==> src/rtl/scv_pkg.sv <==
package scv_pkg;
  typedef enum logic [2:0] {
    ST_IDLE,
    ST_WRITE,
    ST_WRITE_WAIT,
    ST_VERIFY_RD,
    ST_VERIFY_WAIT,
    ST_COMPARE,
    ST_DONE
  } scv_state_t;
endpackage

==> src/rtl/scv_mirror_ram.sv <==
// Simple dual-port mirror store: one write port, one registered read port.
module scv_mirror_ram #(
  parameter int ADDR_W = 8,
  parameter int DATA_W = 8
) (
  input  logic              clk,
  input  logic              wr_en,
  input  logic [ADDR_W-1:0] wr_addr,
  input  logic [DATA_W-1:0] wr_data,
  input  logic [ADDR_W-1:0] rd_addr,
  output logic [DATA_W-1:0] rd_data
);
  localparam int DEPTH = 1 << ADDR_W;

  logic [DATA_W-1:0] mem [DEPTH];

  always_ff @(posedge clk) begin
    if (wr_en) mem[wr_addr] <= wr_data;
    rd_data <= mem[rd_addr];
  end
endmodule

==> src/rtl/scv_wait_timer.sv <==
// Down-counter that sets the length of each SRAM access window.
module scv_wait_timer #(
  parameter int CYC = 2
) (
  input  logic clk,
  input  logic rst,
  input  logic load,
  output logic expire
);
  localparam int CW = (CYC < 2) ? 1 : $clog2(CYC + 1);

  logic [CW-1:0] cnt_q;

  always_ff @(posedge clk) begin
    if (rst)       cnt_q <= '0;
    else if (load) cnt_q <= CW'(CYC - 1);
    else if (cnt_q != '0) cnt_q <= cnt_q - CW'(1);
  end

  assign expire = (cnt_q == '0);

  // after a load the window cannot end on the following cycle unless CYC is 1
  a_r1_window_len: assert property (@(posedge clk) disable iff (rst)
    (load && CYC > 1) |=> !expire);
endmodule

==> src/rtl/scv_result_latch.sv <==
// Holds the outcome of the most recent verify pass.
module scv_result_latch #(
  parameter int ADDR_W = 8,
  parameter int DATA_W = 8
) (
  input  logic              clk,
  input  logic              rst,
  input  logic              clear,
  input  logic              set_pass,
  input  logic              set_fail,
  input  logic [ADDR_W-1:0] cur_addr,
  input  logic [DATA_W-1:0] cur_rdata,
  input  logic [DATA_W-1:0] cur_expected,
  output logic              pass_q,
  output logic              fail_q,
  output logic [ADDR_W-1:0] fail_addr_q,
  output logic [DATA_W-1:0] fail_rdata_q,
  output logic [DATA_W-1:0] fail_exp_q
);
  always_ff @(posedge clk) begin
    if (rst) begin
      pass_q       <= 1'b0;
      fail_q       <= 1'b0;
      fail_addr_q  <= '0;
      fail_rdata_q <= '0;
      fail_exp_q   <= '0;
    end else begin
      if (clear) begin
        pass_q <= 1'b0;
        fail_q <= 1'b0;
      end
      if (set_pass) pass_q <= 1'b1;
      if (set_fail) begin
        fail_q       <= 1'b1;
        fail_addr_q  <= cur_addr;
        fail_rdata_q <= cur_rdata;
        fail_exp_q   <= cur_expected;
      end
    end
  end

  // a pass never ends both ways
  a_r6_pass_fail_excl: assert property (@(posedge clk) disable iff (rst)
    !(pass_q && fail_q));
  // the failure details stay frozen until the next failure is recorded
  a_r6_detail_frozen: assert property (@(posedge clk) disable iff (rst)
    (fail_q && !set_fail) |=> ($stable(fail_addr_q) && $stable(fail_rdata_q)));
endmodule

==> src/rtl/sram_capture_verify.sv <==
module sram_capture_verify #(
  parameter int ADDR_W     = 8,
  parameter int DATA_W     = 8,
  parameter int ACCESS_CYC = 2
) (
  input  logic              clk,
  input  logic              rst,
  input  logic              rx_valid,
  input  logic [DATA_W-1:0] rx_data,
  input  logic              verify_req,
  output logic [ADDR_W-1:0] sram_addr,
  output logic [DATA_W-1:0] sram_wdata,
  input  logic [DATA_W-1:0] sram_rdata,
  output logic              sram_ce,
  output logic              sram_we,
  output logic              sram_oe,
  output logic              verify_done,
  output logic              verify_pass,
  output logic              verify_fail,
  output logic [ADDR_W-1:0] fail_addr,
  output logic [DATA_W-1:0] fail_rdata,
  output logic [DATA_W-1:0] fail_expected
);
  import scv_pkg::*;

  localparam int CNT_W = ADDR_W + 1;
  localparam logic [CNT_W-1:0] FULL_CNT = CNT_W'(1 << ADDR_W);

  scv_state_t        state_q, state_d;
  logic [ADDR_W-1:0] addr_q;
  logic [CNT_W-1:0]  count_q;
  logic              open_q, pend_q;
  logic [DATA_W-1:0] wdata_q, rd_q;
  logic              ce_q, we_q, oe_q, done_q;

  logic              full, accept, vstart, last_addr, mismatch, expire;
  logic [ADDR_W-1:0] base_addr;
  logic [DATA_W-1:0] mirror_rd;

  assign full      = open_q && (count_q == FULL_CNT);
  assign accept    = (state_q == ST_IDLE) && rx_valid && !full;
  assign vstart    = (state_q == ST_IDLE) && !accept && (pend_q || verify_req);
  assign base_addr = open_q ? count_q[ADDR_W-1:0] : '0;
  assign last_addr = ({1'b0, addr_q} == (count_q - CNT_W'(1)));
  assign mismatch  = (rd_q != mirror_rd);

  scv_wait_timer #(.CYC(ACCESS_CYC)) u_timer (
    .clk    (clk),
    .rst    (rst),
    .load   ((state_q == ST_WRITE) || (state_q == ST_VERIFY_RD)),
    .expire (expire)
  );

  scv_mirror_ram #(.ADDR_W(ADDR_W), .DATA_W(DATA_W)) u_mirror (
    .clk     (clk),
    .wr_en   (accept),
    .wr_addr (base_addr),
    .wr_data (rx_data),
    .rd_addr (addr_q),
    .rd_data (mirror_rd)
  );

  always_comb begin
    state_d = state_q;
    unique case (state_q)
      ST_IDLE: begin
        if (accept)      state_d = ST_WRITE;
        else if (vstart) state_d = (count_q == '0) ? ST_DONE : ST_VERIFY_RD;
      end
      ST_WRITE:       state_d = ST_WRITE_WAIT;
      ST_WRITE_WAIT:  if (expire) state_d = ST_IDLE;
      ST_VERIFY_RD:   state_d = ST_VERIFY_WAIT;
      ST_VERIFY_WAIT: if (expire) state_d = ST_COMPARE;
      ST_COMPARE:     state_d = (mismatch || last_addr) ? ST_DONE : ST_VERIFY_RD;
      ST_DONE:        state_d = ST_IDLE;
      default:        state_d = ST_IDLE;
    endcase
  end

  always_ff @(posedge clk) begin
    if (rst) begin
      state_q <= ST_IDLE;
      addr_q  <= '0;
      count_q <= '0;
      open_q  <= 1'b0;
      pend_q  <= 1'b0;
      wdata_q <= '0;
      rd_q    <= '0;
      ce_q    <= 1'b0;
      we_q    <= 1'b0;
      oe_q    <= 1'b0;
      done_q  <= 1'b0;
    end else begin
      state_q <= state_d;
      ce_q    <= (state_d == ST_WRITE) || (state_d == ST_WRITE_WAIT) ||
                 (state_d == ST_VERIFY_RD) || (state_d == ST_VERIFY_WAIT);
      we_q    <= (state_d == ST_WRITE_WAIT);
      oe_q    <= (state_d == ST_VERIFY_RD) || (state_d == ST_VERIFY_WAIT);
      done_q  <= (state_d == ST_DONE);
      pend_q  <= vstart ? 1'b0 : (pend_q || verify_req);
      if (accept) begin
        addr_q  <= base_addr;
        wdata_q <= rx_data;
        open_q  <= 1'b1;
        if (!open_q) count_q <= '0;
      end
      if (state_q == ST_WRITE_WAIT && expire)
        count_q <= {1'b0, addr_q} + CNT_W'(1);
      if (vstart) begin
        addr_q <= '0;
        open_q <= 1'b0;
      end
      if (state_q == ST_VERIFY_WAIT && expire)
        rd_q <= sram_rdata;
      if (state_q == ST_COMPARE && !mismatch && !last_addr)
        addr_q <= addr_q + ADDR_W'(1);
    end
  end

  scv_result_latch #(.ADDR_W(ADDR_W), .DATA_W(DATA_W)) u_result (
    .clk          (clk),
    .rst          (rst),
    .clear        ((accept && !open_q) || vstart),
    .set_pass     ((state_q == ST_COMPARE && !mismatch && last_addr) ||
                   (vstart && count_q == '0)),
    .set_fail     (state_q == ST_COMPARE && mismatch),
    .cur_addr     (addr_q),
    .cur_rdata    (rd_q),
    .cur_expected (mirror_rd),
    .pass_q       (verify_pass),
    .fail_q       (verify_fail),
    .fail_addr_q  (fail_addr),
    .fail_rdata_q (fail_rdata),
    .fail_exp_q   (fail_expected)
  );

  assign sram_addr   = addr_q;
  assign sram_wdata  = wdata_q;
  assign sram_ce     = ce_q;
  assign sram_we     = we_q;
  assign sram_oe     = oe_q;
  assign verify_done = done_q;

  // a write strobe needs chip enable and never overlaps a read
  a_r1_we_with_ce: assert property (@(posedge clk) disable iff (rst)
    sram_we |-> (sram_ce && !sram_oe));
  // output enable only inside an enabled access
  a_r3_oe_with_ce: assert property (@(posedge clk) disable iff (rst)
    sram_oe |-> sram_ce);
  // address and write data hold steady across one access window
  a_r1_addr_stable: assert property (@(posedge clk) disable iff (rst)
    (sram_ce && $past(sram_ce)) |-> ($stable(sram_addr) && $stable(sram_wdata)));
  // the end-of-pass pulse lasts one cycle
  a_r5_done_single: assert property (@(posedge clk) disable iff (rst)
    verify_done |=> !verify_done);
  // the stored count never exceeds the address space
  a_r2_count_bound: assert property (@(posedge clk) disable iff (rst)
    count_q <= FULL_CNT);
endmodule

==> config.mk <==
export PLATFORM = sky130hd
export DESIGN_NAME = sram_capture_verify
export DESIGN_NICKNAME = d
export VERILOG_FILES = /design/src/rtl/scv_pkg.sv /design/src/rtl/scv_mirror_ram.sv /design/src/rtl/scv_wait_timer.sv /design/src/rtl/scv_result_latch.sv /design/src/rtl/sram_capture_verify.sv
export SDC_FILE = /design/constraint.sdc
export NUM_CORES = 2
export LEC_CHECK = 0
export ABC_AREA = 1
export BUFFER_PORTS_ARGS = -buffer_cell sky130_fd_sc_hd__buf_2
export CORE_ASPECT_RATIO = 0.9
export CORE_MARGIN = 4
export CORE_UTILIZATION = 30
export CTS_BUF_LIST = sky130_fd_sc_hd__clkbuf_8
export DETAILED_ROUTE_END_ITERATION = 10
export SLEW_MARGIN = 25
export SYNTH_ARGS = -nofsm -noshare
export SYNTH_HDL_FRONTEND = slang
export SYNTH_SLANG_ARGS = --single-unit
==> constraint.sdc <==
create_clock -name clk -period 3.3 [get_ports clk]
set_input_delay 0.495 -clock clk [delete_from_list [all_inputs] [get_ports clk]]
set_output_delay 0.495 -clock clk [all_outputs]
set_load 0.01 [all_outputs]
==> run_results.csv <==
group,metric,value,unit
logic_synthesis,yosysUniqueCellTypes,37,
sta,period_needed,3.213,ns
layout,layout-drive-gt1-share,11.20,%
setup_path,cp-start-kind,"flop",
grt,antenna_found_initial,5,
layout,register_area,0.06308,mm²
drt,post_drt_wl_per_cell,22.14,µm
floorplanning,coreArea,0.2860,mm²
power,irDropWorstVdd,0.6782,mV
setup_path,cp.required,4.11,ns
place,port_buffers,65,
sta,setup_tns,0,ns
sta,slew_violations,0,
clocking,insertion_delay,0.94,ns
hold_path,holdCritPathClass,"input port to flop",
sta,worst_pin_slew,0.8624,ns
setup_path,path_class,"flop to flop",
grt,grt_use_total,16.88,%
place,place.gp.congestion,0.9084,
grt,grt_pass1_wl,381.6,mm
sta,final-hold-violation-count,0,
run_status,status,"completed",
logic_synthesis,yosysMostFrequentCell,"edfxtp_1",
setup_path,startpoint,"sram_addr[0]$_SDFFE_PP0P_",
logic_synthesis,synthArstFlopShare,0,%
logic_synthesis,synth.net_count,7481,
layout,design_area,0.09907,mm²
grt,grt-ovfl-total,0,
setup_path,crit_arrival,4.03,ns
logic_synthesis,synth_common_cells,"edfxtp_1, nand2_1, nor2_1",
floorplanning,initial_utilization,30.23,%
floorplanning,dieArea,0.2968,mm²
layout,fin_util,34.64,%
sta,max_slew_margin,42.44,%
logic_synthesis,yosysTopAreaCell,"edfxtp_1",
hold_path,hp-start,"rx_data[1]",
floorplanning,io_pins,66,
floorplanning,die_w,573.8,µm
logic_synthesis,synth_edf_count,2048,
setup_path,r2r_start,"sram_addr[0]$_SDFFE_PP0P_",
layout,fillers,27950,
drt,drt_iter0_markers,8077,
sta,rsz0062_at_grt,"no",
power,powerDensity,662.5,mW/mm²
clocking,clkSinkCount,2126,
drt,firstDrtPassIters,6,
clocking,cts_root_buf,"clkbuf_8",
floorplanning,die_y,517.3,µm
logic_synthesis,yosysWarnings,0,
grt,grt_max_degree,148,
clocking,postCtsSetupBuffers,0,
logic_synthesis,synth_area_leaders,"edfxtp_1, nand3_1, nand2_1, nor2_1, o21ai_0",
logic_synthesis,synth_ff_type,"edfxtp_1",
sta,finalSetupViolations,0,
sta,fin_skew,0.03348,ns
clocking,cts_buffers,328,
place,placed_area,0.09310,mm²
logic_synthesis,synth_area_per_cell,11.59,µm²
layout,multi_input_area,0.02085,mm²
sta,holdWs,0.05690,ns
setup_path,endpoint_kind,"flop",
job,drv_cap,0,
sta,fin_crit_sh,97.36,%
logic_synthesis,ys_seq_area_share,72.95,%
floorplanning,placementRows,186,
drt,antenna_left,0,
drt,viasPerCell,5.093,
place,place_hpwl,157.4,mm
layout,area_delta_synth_final,14.60,%
layout,fin_nets,7789,
logic_synthesis,synth_top_area_share,71.14,%
clocking,clk_pin_slew,0.07,ns
power,p_leak,34.46,nW
drt,vias,59950,
drt,drcViolationCount,0,
clocking,cts_max_level,5,
grt,first_global_vias,58140,
logic_synthesis,synth_area,0.08645,mm²
clocking,clockBufferDepth,4,
sta,setup_slack,0.08718,ns
logic_synthesis,ys_ff_latch,2126,
sta,fmax,0.3113,GHz
drt,routed_wl,260.6,mm
place,dp_slack,-0.1584,ns
logic_synthesis,syn_inst,7458,
setup_path,worst-path-max-fanout,43,
clocking,cts_tree,"built",
metal layers:
layer / GRT usage [%] / vias to the layer above / share of wire, %
li1: - / 26940 / -
met1: 23.78 / 29370 / 42
met2: 25.64 / 3125 / 44
met3: 3.484 / 517 / 10
met4: 6.350 / 0 / 3.8
met5: 0 / - / 0
metrics by stage:
step	power, W	instances
2_1_floorplan	0.03877	7458
3_3_place_gp	0.04544	11180
3_5_place_dp	0.04553	11180
4_1_cts	0.06564	11770
5_1_grt	0.06821	11770
6_report	0.06564	11770
layout by cell type, fill, tap and decap left out, types with 89 or more instances in the layout:
| master | synthesis | final |
|---|---|---|
| a21oi_1 | 100 | 98 |
| o21ai_1 | 94 | 94 |
| nor2_1 | 1261 | 1256 |
| o211ai_1 | 97 | 97 |
| clkbuf_8 | 0 | 341 |
| clkinv_1 | 5 | 89 |
| inv_1 | 67 | 170 |
| edfxtp_1 | 2048 | 2048 |
| buf_4 | 22 | 333 |
| o21ai_0 | 496 | 496 |
| nand2_1 | 1468 | 1464 |
| nand3_1 | 1171 | 1168 |
power breakdown:
part	switching (W)	leakage [nW]	total, W	internal (W)
clock	0.0103	3.35	0.0203	0.00997
sequential	0.000358	19.0	0.0302	0.0299
combinational	0.0111	12.1	0.0151	0.00404
total	0.0218	34.5	0.0656	0.0439
final timing paths:
path,cells past startpoint,slack (ns),to
max reg2reg,10,0.09,u_mirror.rd_data[0]$_DFF_P_
min,1,0.06,u_mirror.mem[143][1]$_DFFE_PP_
max,10,0.09,u_mirror.rd_data[0]$_DFF_P_
min reg2reg,2,0.48,u_result.fail_rdata_q[7]$_SDFFE_PP0P_
registers in the layout, indices dropped and copies added, names as in the netlist, 3 cells and up:
register,flops
count_q,9
u_mirror.mem,2048
state_q,3
rd_q,8
u_result.fail_rdata_q,8
u_mirror.rd_data,8
u_result.fail_exp_q,8
u_result.fail_addr_q,8
sram_wdata,8
sram_addr,8
cell type report:
class | instances | share of cell area (%)
multi-input combinational | 4754 | 21.04
inverter | 82 | 0.3435
tap | 3760 | 4.748
clock inverter | 234 | 1.129
clock buffer | 341 | 4.737
sequential | 2126 | 63.67
timing repair buffer | 474 | 4.332
antenna | 1 | 0.002526
cells by family after synthesis:
| group | share of synthesized area (%) |
|---|---|
| compound gates | 4.990 |
| xor+xnor | 0.1520 |
| fa+ha+maj | 0.04342 |
| buf+inv | 3.002 |
| flops | 72.95 |
| simple gates | 18.87 |
timing repair:
item	CTS	global route
endpoints found under the setup margin	2	29
hold buffers	13	0
pin swaps	0	0
gates resized for setup	2	7
hold endpoints to repair	84	0
worst max-delay path: stages, from the launching register on:
cell     delay [ns]
dfxtp_4        0.62
inv_8          0.30
buf_12         0.26
o21ai_0        0.40
nand3_1        0.13
nand3_1        0.10
nand2_1        0.23
a21oi_4        0.38
nand3_1        0.32
nand3_1        0.21
nand2_1        0.07
No activity file was read; power rests on OpenSTA's default activity.
